File: src/rtl/cfg_rom_pkg.sv
package cfg_rom_pkg;
  // Content bit for address idx: three taps of a scrambled address word.
  function automatic logic pattern_bit(input logic [31:0] seed, input int unsigned idx);
    logic [31:0] w;
    w = (32'(idx) * 32'd40503) + seed;
    return w[15] ^ w[9] ^ w[3];
  endfunction
endpackage

File: src/rtl/cfg_rom_array.sv
module cfg_rom_array #(
  parameter int unsigned DEPTH = 1024,
  parameter logic [31:0] SEED  = 32'h0000_1234,
  localparam int unsigned AW = $clog2(DEPTH + 1),
  localparam int unsigned IW = (DEPTH > 1) ? $clog2(DEPTH) : 1
) (
  input  logic [AW-1:0] addr,
  output logic          bit_out
);
  logic [DEPTH-1:0] rom_bits;

  // Content computed at elaboration; a constant vector maps to LUT or block ROM.
  for (genvar i = 0; i < DEPTH; i++) begin : g_bit
    assign rom_bits[i] = cfg_rom_pkg::pattern_bit(SEED, i);
  end

  logic [IW-1:0] idx;
  assign idx = IW'(addr);

  always_comb begin
    if (addr < AW'(DEPTH)) bit_out = rom_bits[idx];
    else                   bit_out = 1'b0;
  end
endmodule

File: src/rtl/cfg_rom_addr_ctr.sv
module cfg_rom_addr_ctr #(
  parameter int unsigned DEPTH = 1024,
  localparam int unsigned AW = $clog2(DEPTH + 1)
) (
  input  logic          clk,
  input  logic          rst_act,
  input  logic          ce_act,
  input  logic          oe_act,
  output logic [AW-1:0] addr,
  output logic          past_tc
);
  localparam logic [AW-1:0] END_ADDR = AW'(DEPTH);

  assign past_tc = (addr == END_ADDR);

  always_ff @(posedge clk) begin
    if (rst_act)                           addr <= '0;
    else if (ce_act && oe_act && !past_tc) addr <= addr + 1'b1;
  end

  // enabled step advances by exactly one
  p_step_r1: assert property (@(posedge clk) disable iff (rst_act)
    (ce_act && oe_act && !past_tc) |=> (addr == $past(addr) + 1'b1));
  // reset leaves the counter at zero
  p_hold_zero_r2: assert property (@(posedge clk) rst_act |=> (addr == '0));
  // standby freezes the counter
  p_freeze_r4: assert property (@(posedge clk) disable iff (rst_act)
    !ce_act |=> $stable(addr));
  // once past the last address, the counter stays there
  p_stop_r10: assert property (@(posedge clk) disable iff (rst_act)
    past_tc |=> past_tc);
endmodule

File: src/rtl/cfg_rom_cascade.sv
module cfg_rom_cascade (
  input  logic clk,
  input  logic ce_act,
  input  logic oe_act,
  input  logic past_tc,
  output logic dout_en,
  output logic ce_next_n
);
  assign dout_en   = ce_act & oe_act & ~past_tc;
  assign ce_next_n = ~(ce_act & oe_act & past_tc);

  // the next device is never selected while this one drives
  p_no_contend_r6: assert property (@(posedge clk) !ce_next_n |-> !dout_en);
  // output enable inactive always releases the cascade
  p_release_r8: assert property (@(posedge clk) !oe_act |-> ce_next_n);
endmodule

File: src/rtl/cfg_serial_rom.sv
module cfg_serial_rom #(
  parameter int unsigned DEPTH    = 1024,
  parameter logic [31:0] SEED     = 32'h0000_1234,
  parameter bit          RST_HIGH = 1'b1
) (
  input  logic clk,
  input  logic ce_n,
  input  logic rst_oe,
  output logic dout,
  output logic dout_en,
  output logic ce_next_n
);
  localparam int unsigned AW = $clog2(DEPTH + 1);

  logic          rst_act, oe_act, ce_act, past_tc;
  logic [AW-1:0] addr;

  // pin polarity chosen by parameter
  if (RST_HIGH) begin : g_rst_high
    assign rst_act = rst_oe;
  end else begin : g_rst_low
    assign rst_act = ~rst_oe;
  end
  assign oe_act = ~rst_act;
  assign ce_act = ~ce_n;

  cfg_rom_addr_ctr #(.DEPTH(DEPTH)) u_ctr (
    .clk(clk), .rst_act(rst_act), .ce_act(ce_act), .oe_act(oe_act),
    .addr(addr), .past_tc(past_tc)
  );

  cfg_rom_array #(.DEPTH(DEPTH), .SEED(SEED)) u_rom (
    .addr(addr), .bit_out(dout)
  );

  cfg_rom_cascade u_casc (
    .clk(clk), .ce_act(ce_act), .oe_act(oe_act), .past_tc(past_tc),
    .dout_en(dout_en), .ce_next_n(ce_next_n)
  );

  // no drive while deselected or in reset
  p_hiz_r5: assert property (@(posedge clk) (ce_n || rst_act) |-> !dout_en);
endmodule

File: config.mk
export PLATFORM = sky130hd
export DESIGN_NAME = cfg_serial_rom
export DESIGN_NICKNAME = d
export VERILOG_FILES = /design/src/rtl/cfg_rom_pkg.sv /design/src/rtl/cfg_rom_array.sv /design/src/rtl/cfg_rom_addr_ctr.sv /design/src/rtl/cfg_rom_cascade.sv /design/src/rtl/cfg_serial_rom.sv
export SDC_FILE = /design/constraint.sdc
export NUM_CORES = 1
export LEC_CHECK = 0
export BUFFER_PORTS_ARGS = -buffer_cell sky130_fd_sc_hd__buf_2
export CAP_MARGIN = 20
export CORE_AREA = 2 2 72 74
export DETAILED_ROUTE_END_ITERATION = 12
export DIE_AREA = 0 0 74 76
export SKIP_CTS_REPAIR_TIMING = 1
export SLEW_MARGIN = 20
export SYNTH_ARGS = -nofsm -noshare
export SYNTH_HDL_FRONTEND = slang
export SYNTH_HIERARCHICAL = 1
export SYNTH_SLANG_ARGS = --single-unit
File: constraint.sdc
create_clock -name clk -period 4.5 [get_ports clk]
set_input_delay 0.9 -clock clk [delete_from_list [all_inputs] [get_ports clk]]
set_output_delay 0.9 -clock clk [all_outputs]
set_load 0.01 [all_outputs]
* Word level (Yosys, flattened, before mapping)
Memory sizes are Yosys's and may differ from the RTL's. A register that Yosys moved wholly into a read port is not among the register bits.
Cells that the tools add are included.
W data, S select, Z words.
** Word-level totals
- Bits in registers :: 11
- Bits in read-only memories :: 1024
- Output and inout bits :: 3
- Word-level logic and storage cells :: 20
- Memories kept :: 1
** Operators by class
- Add/subtract/negate cells :: 1
- Order comparisons :: 2
- Equal/unequal tests :: 1
- Muxes and demuxes :: 4
- Bitwise logic cells :: 7
- Reductions and logical operators :: 3
** Memories
- (name not given) :: words 1024, width 1, read ports 1, clocked after Yosys merged registers in 1, wr ports 0, line cfg_rom_array.sv:21 : if (addr < AW'(DEPTH)) bit_out = rom_bits[idx];
** Operators with widths (number)
- $mux W10 :: 2
- $add A11 B1 Y11 const B :: 1
- $eq A11 B11 Y1 const B :: 1
- $lt A10 B11 Y1 const B :: 1
- $lt A11 B11 Y1 const B :: 1
- $not A1 Y1 :: 4
- $and A1 B1 Y1 :: 3
- $logic_and A1 B1 Y1 :: 2
- $mux W1 :: 2
- $logic_not A1 Y1 :: 1

* Depth between registers and ports, before layout
Gate-level depths: netlist (run 1).
- Depth in word-level cells :: 5
- Gate-level depth with buffers :: 11
- Mapped depth without buffers :: 9

* Modules after synthesis
Netlist (run 1), hierarchy kept.
** Modules (own cells, without submodules)
- cfg_rom_array :: times used 1, cells an instance 269, area each 1785.5 um^2
- cfg_rom_addr_ctr :: times used 1, cells an instance 60, area each 536.8 um^2
- cfg_rom_cascade :: times used 1, cells an instance 2, area each 13.8 um^2
- cfg_serial_rom :: times used 1, cells an instance 2, area each 7.5 um^2

* Least setup slack after synthesis (run 1)
No wires, ideal clock.
- Kind :: register to output
- Start :: register u_ctr.addr[1]
- End :: output dout
- Data arrival time :: 2.666 ns
- Required time :: 3.600 ns
- Path slack :: 0.934 ns
- Cell stages (with the launch flop) :: 11
- Path buffers :: 1
- Path through :: dfxtp_1 buf_2 inv_1 ha_1 and2b_1 o21ai_1 a32oi_1 o221a_2 a2111oi_2 nor3_1 nor4_1
** Between the ends
- Word-level cells in the longest chain between the ends :: 2
** Ends and longest elaborated chain
- from (decl) :: line cfg_rom_addr_ctr.sv:9 : output logic [AW-1:0] addr,
- from (signal assigned) :: line cfg_rom_addr_ctr.sv:18 : else if (ce_act && oe_act && !past_tc) addr <= addr + 1'b1;
- $lt A11 B11 Y1 :: line cfg_rom_array.sv:21
- $mux W1 :: line cfg_rom_array.sv:21
- to (decl) :: line cfg_serial_rom.sv:9 : output logic dout,
Every way passes these cells.

* Final worst setup path (run 1)
- Start :: register u_ctr.addr[3]
- End :: output dout
The elaborated chain is that of the path after synthesis.

==> impl_metrics.py, run 1 <==
metrics = {
    "status": {
        "status": "finished, final reports clean",
    },
    "final_layout": {
        "drive_gt1_frac": 0.1131,
        "top_register": "u_ctr/addr",
        "utilization": 0.4949,
        "antenna_cells": 0,
        "fin_nets": 341,
        "largest_reg_flops": 11,
        "top_regs": "u_ctr/addr (11)",
        "nFillCells": 507,
        "area_growth_pct": 3.737,
    },
    "cts": {
        "path_clk_slew_ps": 50,
        "cts_sinks": 11,
        "cts_tree": "built",
        "clockBufferDepth": 2,
        "clk_latency_ps": 240,
        "clock-root-buffer": "clkbuf_8",
        "h-tree-depth": 1,
        "cts_made_buffers": 3,
    },
    "global_routing": {
        "track_usage": 0.2817,
        "antenna_found_initial": 0,
        "grt_max_degree": 47,
        "grt_pass1_wl_mm": 12.66,
        "grt_pass1_vias": 2448,
        "grt-ovfl-total": 0,
    },
    "yosys": {
        "synth_fp_nets": 346,
        "synth_xor_xnor_area_share": 0.03364,
        "seq_area_frac_synth": 0.09397,
        "synthSimpleGateAreaFrac": 0.2958,
        "muxShareOfSynthArea": 0.07528,
        "ys_dominant_reg_cell": "dfxtp_1",
        "syn_inst": 333,
        "synth_fa_ha_area_frac": 0.05339,
        "synth_edf_count": 0,
        "ys_ff_latch": 11,
        "synth_compound_area_frac": 0.3449,
        "synthArstFlopShare": 0,
        "synthDistinctLibCells": 70,
        "syn_avg_cell_area_sq_um": 7.038,
        "synth_top_family_by_area": "compound AO/OA/AOI/OAI gates",
        "synth_area_sq_um": 2343,
        "yosysWarnings": 6,
    },
    "place": {
        "numPortBuffers": 5,
        "routabilityCongestion": 0.9852,
        "hpwl_mm": 5.346,
    },
    "hold_path": {
        "holdCritPathClass": "register to register",
    },
    "floorplan": {
        "io_pins": 6,
        "rows": 26,
        "start_util": 0.4771,
        "core-area_sq_um": 4912,
        "die-area_sq_um": 5624,
        "die_x_microns": 74,
        "die_h_microns": 76,
    },
    "setup_path": {
        "cp-end-kind": "primary output",
        "crit_arrival_ps": 3140,
        "start_kind": "register",
        "path_max_fanout": 46,
        "cp.required_ps": 3600,
        "crit_type": "register to primary output",
    },
    "timing": {
        "skew_ps": 3.574,
        "finalSetupTns_ps": 0,
        "whs_ps": 558.1,
        "final-setup-viol-count": 0,
        "fmax_ghz": 0.2475,
        "hold_viol_final": 0,
        "finalCritPeriodShare": 0.8978,
        "maxSlewViolCount": 0,
        "rsz0062_at_grt": "false",
        "relSlewSlack": 0.4278,
        "period_minus_slack_ps": 4040,
        "worst_pin_slew_ps": 858.3,
    },
    "route": {
        "wl_per_cell_microns": 19.38,
        "drc": 0,
        "via_per_inst": 6.786,
        "drtIter0Drc": 737,
        "via_count": 2694,
        "antenna_left": 0,
        "drtPass1Iterations": 6,
        "wirelength_mm": 7.695,
    },
    "pwr": {
        "power.density_nw_per_um2": 124.0,
        "power.total_uw": 301.5,
        "peakVddDrop_mv": 0.1454,
        "p_leak_nw": 0.8363,
    },
    "run": {
        "cap_violations": 0,
    },
}
critical path, stage by stage, from the launching register on:
cell	delay, ps
dfxtp_2	890
buf_4	330
mux2i_1	220
a211oi_1	100
a311oi_1	280
o21ai_0	130
a311oi_1	410
nor3b_1	90
nor4_1	250
buf_2	180
kinds of logic after synthesis:
| logic type | count (synthesis) |
|---|---|
| AND/OR/NAND/NOR | 131 |
| flip-flops | 11 |
| multiplexers | 16 |
| AO/OA/AOI/OAI | 112 |
| buffers and inverters | 44 |
| adder cells (fa/ha/maj) | 10 |
| XOR/XNOR | 9 |
layer usage:
| metal | global-route usage | share of wire |
|---|---|---|
| met1 | 0.4149 | 0.42 |
| met2 | 0.3804 | 0.42 |
| met3 | 0.06349 | 0.11 |
| met4 | 0.1327 | 0.050 |
| met5 | 0 | 0 |
synth_stat cells (3+ instances only):
cell	number	area [sq um]
nand3_1	9	45.04
a311oi_1	3	26.28
nand4_1	4	25.02
inv_1	12	45.04
dfxtp_1	11	220.2
o211ai_1	7	52.55
clkbuf_1	7	26.28
o221ai_1	5	43.79
xor2_1	7	61.31
a41oi_1	3	26.28
a21boi_0	3	22.52
mux2i_1	12	120.1
buf_4	6	45.04
buf_6	3	33.78
nand2b_1	14	87.58
o21ai_0	12	60.06
nor4_1	3	18.77
nand3b_1	5	37.54
a21oi_1	23	115.1
nor3b_1	3	22.52
nor2_1	29	108.9
nor2b_1	10	62.56
nand2_1	30	112.6
buf_2	12	60.06
and2_1	6	37.54
a31oi_1	7	43.79
o311a_1	3	30.03
ha_1	10	125.1
a211oi_1	7	52.55
o31ai_1	3	22.52
mux2_2	3	33.78
nor3_1	5	25.02
stage by stage:
stage	instance area [sq um]	cells	worst slack (ps)
after detailed placement	2386	393	820.9
after floorplan	2344	333	933.6
final	2431	397	460.0
after CTS	2431	397	541.2
after global placement	2386	393	770.7
after global routing	2431	397	205.6
worst paths after layout:
path	cells after the start	slack, ps	startpoint	to
max	9	460	u_ctr/addr[3]$_SDFFE_PP0P_	dout
min reg2reg	2	560	u_ctr/addr[9]$_SDFFE_PP0P_	u_ctr/addr[9]$_SDFFE_PP0P_
min	2	560	u_ctr/addr[9]$_SDFFE_PP0P_	u_ctr/addr[9]$_SDFFE_PP0P_
max reg2reg	5	2370	u_ctr/addr[3]$_SDFFE_PP0P_	u_ctr/addr[2]$_SDFFE_PP0P_
area by class of cell:
class	count	area, sq um	share of cell area
multi-input cells	278	1882	0.7741
inverters	13	48.80	0.02007
well taps	70	87.58	0.03603
repair buffers	21	145.1	0.05970
flip-flops and latches	11	222.7	0.09161
clock buffers	4	45.04	0.01853
cells in the final DEF, fill, tap and decap left out, drive strengths merged, types with 9 or more instances in the layout:
| master | netlist | final |
|---|---|---|
| a21oi | 24 | 24 |
| buf | 23 | 21 |
| dfxtp | 11 | 11 |
| ha | 10 | 10 |
| inv | 12 | 12 |
| mux2i | 12 | 12 |
| nand2 | 30 | 30 |
| nand2b | 14 | 14 |
| nand3 | 9 | 9 |
| nor2 | 29 | 29 |
| nor2b | 10 | 10 |
| o21ai | 15 | 15 |
report_power, final:
part	switching [mW]	total, mW	internal [mW]
Clock	0.0389	0.101	0.0624
Combinational	0.0624	0.101	0.0387
Sequential	0.000650	0.0993	0.0986
Note: power is estimated with default switching activity, not from simulation.
==> inputs of run 2 (changes only) <==
--- a/config.mk
+++ b/config.mk
@@ -12,2 +12,3 @@
 export DIE_AREA = 0 0 74 76
+export MAX_ROUTING_LAYER = met4
 export SKIP_CTS_REPAIR_TIMING = 1
--- a/constraint.sdc
+++ b/constraint.sdc
@@ -3,2 +3,2 @@
 set_output_delay 0.9 -clock clk [all_outputs]
-set_load 0.01 [all_outputs]
+set_load 0.1 [all_outputs]
==> impl_metrics.py, run 2 (synthesis gave the netlist of run 1 again) <==
metrics = {
    "status": {
        "status": "finished, final reports clean",
    },
    "final_layout": {
        "multi_input_comb_area_sq_um": 1897,
        "regArea_sq_um": 222.7,
        "fin_nets": 335,
        "nFillCells": 469,
        "mostFrequentLayoutCell": "nand2_1",
        "utilization": 0.4969,
        "final_area_sq_um": 2441,
        "top_regs": "u_ctr/addr (11)",
        "top_register": "u_ctr/addr",
        "area_growth_pct": 4.164,
        "final_cell_mix": "30 x nand2_1, 29 x nor2_1, 23 x a21oi_1",
        "drive_gt1_frac": 0.09969,
        "antenna_cells": 0,
        "final-instance-count-excl-fill": 391,
        "largest_reg_flops": 11,
    },
    "pwr": {
        "power_switching_uw": 114.7,
        "power.total_uw": 316.6,
        "pwr-share-seq": 0.316,
        "p_leak_nw": 0.8228,
        "clkPwrFrac": 0.320,
        "power.density_nw_per_um2": 129.7,
        "power_frac_comb": 0.364,
        "peakVddDrop_mv": 0.08946,
        "p_int_uw": 201.9,
        "swShare": 0.3622,
    },
    "place": {
        "dpl-instance-area_sq_um": 2396,
        "dp_slack_ps": 648.1,
        "numPortBuffers": 5,
        "routabilityCongestion": 0.9613,
        "dp_cells": 387,
        "hpwl_mm": 5.300,
    },
    "cts": {
        "cts_tree": "built",
        "clock-root-buffer": "clkbuf_8",
        "cts_made_buffers": 3,
        "clockBufferDepth": 2,
        "clk_latency_ps": 240,
        "h-tree-depth": 1,
        "cts_sinks": 11,
        "path_clk_slew_ps": 60,
    },
    "floorplan": {
        "io_pins": 6,
        "die_h_microns": 76,
        "start_util": 0.4771,
        "die-area_sq_um": 5624,
        "core-area_sq_um": 4912,
        "rows": 26,
        "die_x_microns": 74,
    },
    "timing": {
        "finalCritPeriodShare": 0.9517,
        "fmax_ghz": 0.2335,
        "layout_setup_ws_ps": 217.4,
        "hold_viol_final": 0,
        "final-setup-viol-count": 0,
        "finalSetupTns_ps": 0,
        "skew_ps": 6.865,
        "worst_pin_slew_ps": 1031,
        "maxSlewViolCount": 0,
        "period_minus_slack_ps": 4283,
        "relSlewSlack": 0.3118,
        "rsz0062_at_grt": "false",
        "whs_ps": 552.4,
    },
    "route": {
        "wirelength_mm": 7.814,
        "drtPass1Iterations": 6,
        "via_per_inst": 6.972,
        "drc": 0,
        "via_count": 2726,
        "wl_per_cell_microns": 19.98,
        "antenna_left": 0,
        "drtIter0Drc": 612,
    },
    "setup_path": {
        "crit_arrival_ps": 3380,
        "start_kind": "register",
        "crit_type": "register to primary output",
        "cp.required_ps": 3600,
        "cp-end-kind": "primary output",
        "path_max_fanout": 14,
    },
    "global_routing": {
        "grt-ovfl-total": 0,
        "grt_pass1_vias": 2433,
        "grt_pass1_wl_mm": 12.63,
        "track_usage": 0.2867,
        "grt_max_degree": 66,
        "antenna_found_initial": 0,
    },
    "hold_path": {
        "holdCritPathClass": "register to register",
    },
    "run": {
        "cap_violations": 0,
    },
}
==> run 2: changes by cell type in the layout (fill, tap and decap cells not counted) <==
cell / before / now
buf_12: 0 / 3
buf_4: 16 / 8
nor4_4: 0 / 1
nor4_1: 3 / 2
buf_2: 5 / 4
==> run 2: final cells by class <==
class                           instances  area share
Clock buffer                            4     0.01845
Inverter                               13     0.01999
Multi-Input combinational cell        278      0.7770
Sequential cell                        11     0.09124
Tap cell                               70     0.03588
Timing Repair Buffer                   15     0.05741
==> run 2: routing by layer <==
layer / vias to the layer above / wire (microns) / global-route usage
met4: 0 / 255 / 0.08182
met3: 37 / 832 / 0.05556
li1: 1231 / - / -
met2: 206 / 3351 / 0.4009
met1: 1252 / 3376 / 0.4155
met5: - / 0 / -
==> run 2: critical path, cell delays in order (launching register included) <==
cell	delay (ps)
dfxtp_1	410
buf_4	240
ha_1	430
nor2_1	340
o21ai_0	190
a311oi_1	320
o21ai_0	140
a311oi_1	430
nor3b_1	140
nor4_4	280
buf_12	210
==> run 2: power groups by stage <==
stage	logic, mW	clock network (mW)	registers, mW
global route	0.122	0.109	0.100
floorplan	0.0801	0	0.103
detailed placement	0.110	0	0.102
global placement	0.112	0	0.102
CTS	0.110	0.104	0.100
finish	0.115	0.101	0.0999
==> run 2: final timing paths <==
check	startpoint	endpoint	slack, ps	cells after the start
max	u_ctr/addr[1]$_SDFFE_PP0P_	dout	220	10
min	u_ctr/addr[9]$_SDFFE_PP0P_	u_ctr/addr[9]$_SDFFE_PP0P_	550	2
max reg2reg	u_ctr/addr[3]$_SDFFE_PP0P_	u_ctr/addr[2]$_SDFFE_PP0P_	2470	5
min reg2reg	u_ctr/addr[9]$_SDFFE_PP0P_	u_ctr/addr[9]$_SDFFE_PP0P_	550	2
==> inputs of run 3 (changes only) <==
--- a/constraint.sdc
+++ b/constraint.sdc
@@ -3,2 +3,2 @@
 set_output_delay 0.9 -clock clk [all_outputs]
-set_load 0.1 [all_outputs]
+set_load 0.05 [all_outputs]
==> impl_metrics.py, run 3 (synthesis gave the netlist of run 1 again) <==
metrics = {
    "status": {
        "status": "finished, final reports clean",
    },
    "setup_path": {
        "cp.required_ps": 3600,
        "cp.depth": 11,
        "cp-end-kind": "primary output",
        "crit_arrival_ps": 3060,
        "slowest_stage": "dfxtp_1",
        "slowest_delay_ps": 320,
        "reg2regPathDepth": 4,
        "cp_cell_sequence": "inv_1 > ha_1 > buf_4 > and2b_1 > o21ai_1 > a32oi_1 > o221a_2 > a2111oi_2 > nor3_1 > nor4_2 > buf_2",
        "reg2reg_from": "u_ctr/addr[6]$_SDFFE_PP0P_",
        "crit_start": "u_ctr/addr[0]$_SDFFE_PP0P_",
        "crit_type": "register to primary output",
        "r2r-end": "u_ctr/addr[2]$_SDFFE_PP0P_",
        "crit_buf_inv": 3,
        "cp_top_family": "compound AO/OA/AOI/OAI gates",
        "path_max_fanout": 16,
        "r2r_setup_slack_ps": 2750,
        "worstSetupEndpoint": "dout",
        "start_kind": "register",
    },
    "timing": {
        "maxSlewViolCount": 0,
        "relSlewSlack": 0.4892,
        "whs_ps": 593.8,
        "finalCritPeriodShare": 0.8808,
        "finalSetupTns_ps": 0,
        "hold_viol_final": 0,
        "worst_pin_slew_ps": 765.2,
        "skew_ps": 3.939,
        "rsz0062_at_grt": "false",
        "final-setup-viol-count": 0,
        "fmax_ghz": 0.2523,
        "period_minus_slack_ps": 3964,
    },
    "floorplan": {
        "die-area_sq_um": 5624,
        "die_x_microns": 74,
        "die_h_microns": 76,
        "core-area_sq_um": 4912,
        "rows": 26,
        "start_util": 0.4771,
        "io_pins": 6,
    },
    "place": {
        "hpwl_mm": 5.386,
        "routabilityCongestion": 1.013,
        "numPortBuffers": 5,
    },
    "final_layout": {
        "antenna_cells": 0,
        "top_register": "u_ctr/addr",
        "fin_nets": 335,
        "final_cell_mix": "30 x nand2_1, 29 x nor2_1, 23 x a21oi_1",
        "top_regs": "u_ctr/addr (11)",
        "area_growth_pct": 3.150,
        "largest_reg_flops": 11,
        "utilization": 0.4921,
        "drive_gt1_frac": 0.09969,
        "mostFrequentLayoutCell": "nand2_1",
        "nFillCells": 504,
    },
    "global_routing": {
        "grt_max_degree": 48,
        "track_usage": 0.2853,
        "grt_pass1_vias": 2508,
        "grt_pass1_wl_mm": 12.54,
        "antenna_found_initial": 0,
        "grt-ovfl-total": 0,
    },
    "cts": {
        "cts_sinks": 11,
        "clk_latency_ps": 240,
        "cts_made_buffers": 3,
        "clock-root-buffer": "clkbuf_8",
        "cts_tree": "built",
        "clockBufferDepth": 2,
        "path_clk_slew_ps": 50,
        "h-tree-depth": 1,
    },
    "route": {
        "drtPass1Iterations": 8,
        "antenna_left": 0,
        "via_count": 2713,
        "via_per_inst": 6.939,
        "drc": 0,
        "wirelength_mm": 7.818,
        "wl_per_cell_microns": 19.99,
        "drtIter0Drc": 583,
    },
    "run": {
        "cap_violations": 0,
    },
    "pwr": {
        "p_leak_nw": 0.8104,
        "power.density_nw_per_um2": 126.4,
        "peakVddDrop_mv": 0.1010,
    },
    "hold_path": {
        "holdCritPathClass": "register to register",
    },
}
-- run 3: final cells by class --
class | instances | area, sq um | share of cell area
Multi-Input combinational cell | 278 | 1888 | 0.7811
Sequential cell | 11 | 222.7 | 0.09213
Timing Repair Buffer | 15 | 125.1 | 0.05176
Tap cell | 70 | 87.58 | 0.03623
Inverter | 13 | 48.80 | 0.02019
Clock buffer | 4 | 45.04 | 0.01863
-- run 3: power by group --
group          switching, mW  total [mW]  internal [mW]
clock                 0.0372      0.0994         0.0622
sequential          0.000696      0.0994         0.0987
combinational         0.0684       0.107         0.0384
total                  0.106       0.306          0.199
-- run 3: worst min-delay path by stage --
stage	from	to	slack, ps	cells after the start
floorplan	u_ctr/addr[9]$_SDFFE_PP0P_	u_ctr/addr[9]$_SDFFE_PP0P_	500	2
global placement	u_ctr/addr[9]$_SDFFE_PP0P_	u_ctr/addr[9]$_SDFFE_PP0P_	560	2
detailed placement	u_ctr/addr[9]$_SDFFE_PP0P_	u_ctr/addr[9]$_SDFFE_PP0P_	580	2
CTS	u_ctr/addr[9]$_SDFFE_PP0P_	u_ctr/addr[9]$_SDFFE_PP0P_	590	2
global route	u_ctr/addr[9]$_SDFFE_PP0P_	u_ctr/addr[9]$_SDFFE_PP0P_	610	2
finish	u_ctr/addr[9]$_SDFFE_PP0P_	u_ctr/addr[9]$_SDFFE_PP0P_	590	2
-- run 3: tightest hold or removal path: stages, from the launching register on --
cell and delay [ps]:
dfxtp_1 370, o21ai_0 110, a21oi_1 70
-- run 3: metal layers --
metal / GRT usage / vias to the layer above / routed length (microns)
met5: - / - / 0
met4: 0.1073 / 0 / 244
met3: 0.07540 / 34 / 894
met2: 0.3902 / 208 / 3474
met1: 0.3982 / 1239 / 3205
li1: - / 1232 / -
-- run 3: metrics by stage --
step,cells,total power [mW],setup slack (ps),area (sq um)
2_1_floorplan,333,0.1777,397.0,2350
3_3_place_gp,387,0.2040,851.4,2372
3_5_place_dp,387,0.2044,831.6,2372
4_1_cts,391,0.3057,558.6,2417
5_1_grt,391,0.3218,373.1,2417
6_report,391,0.3055,536.4,2417
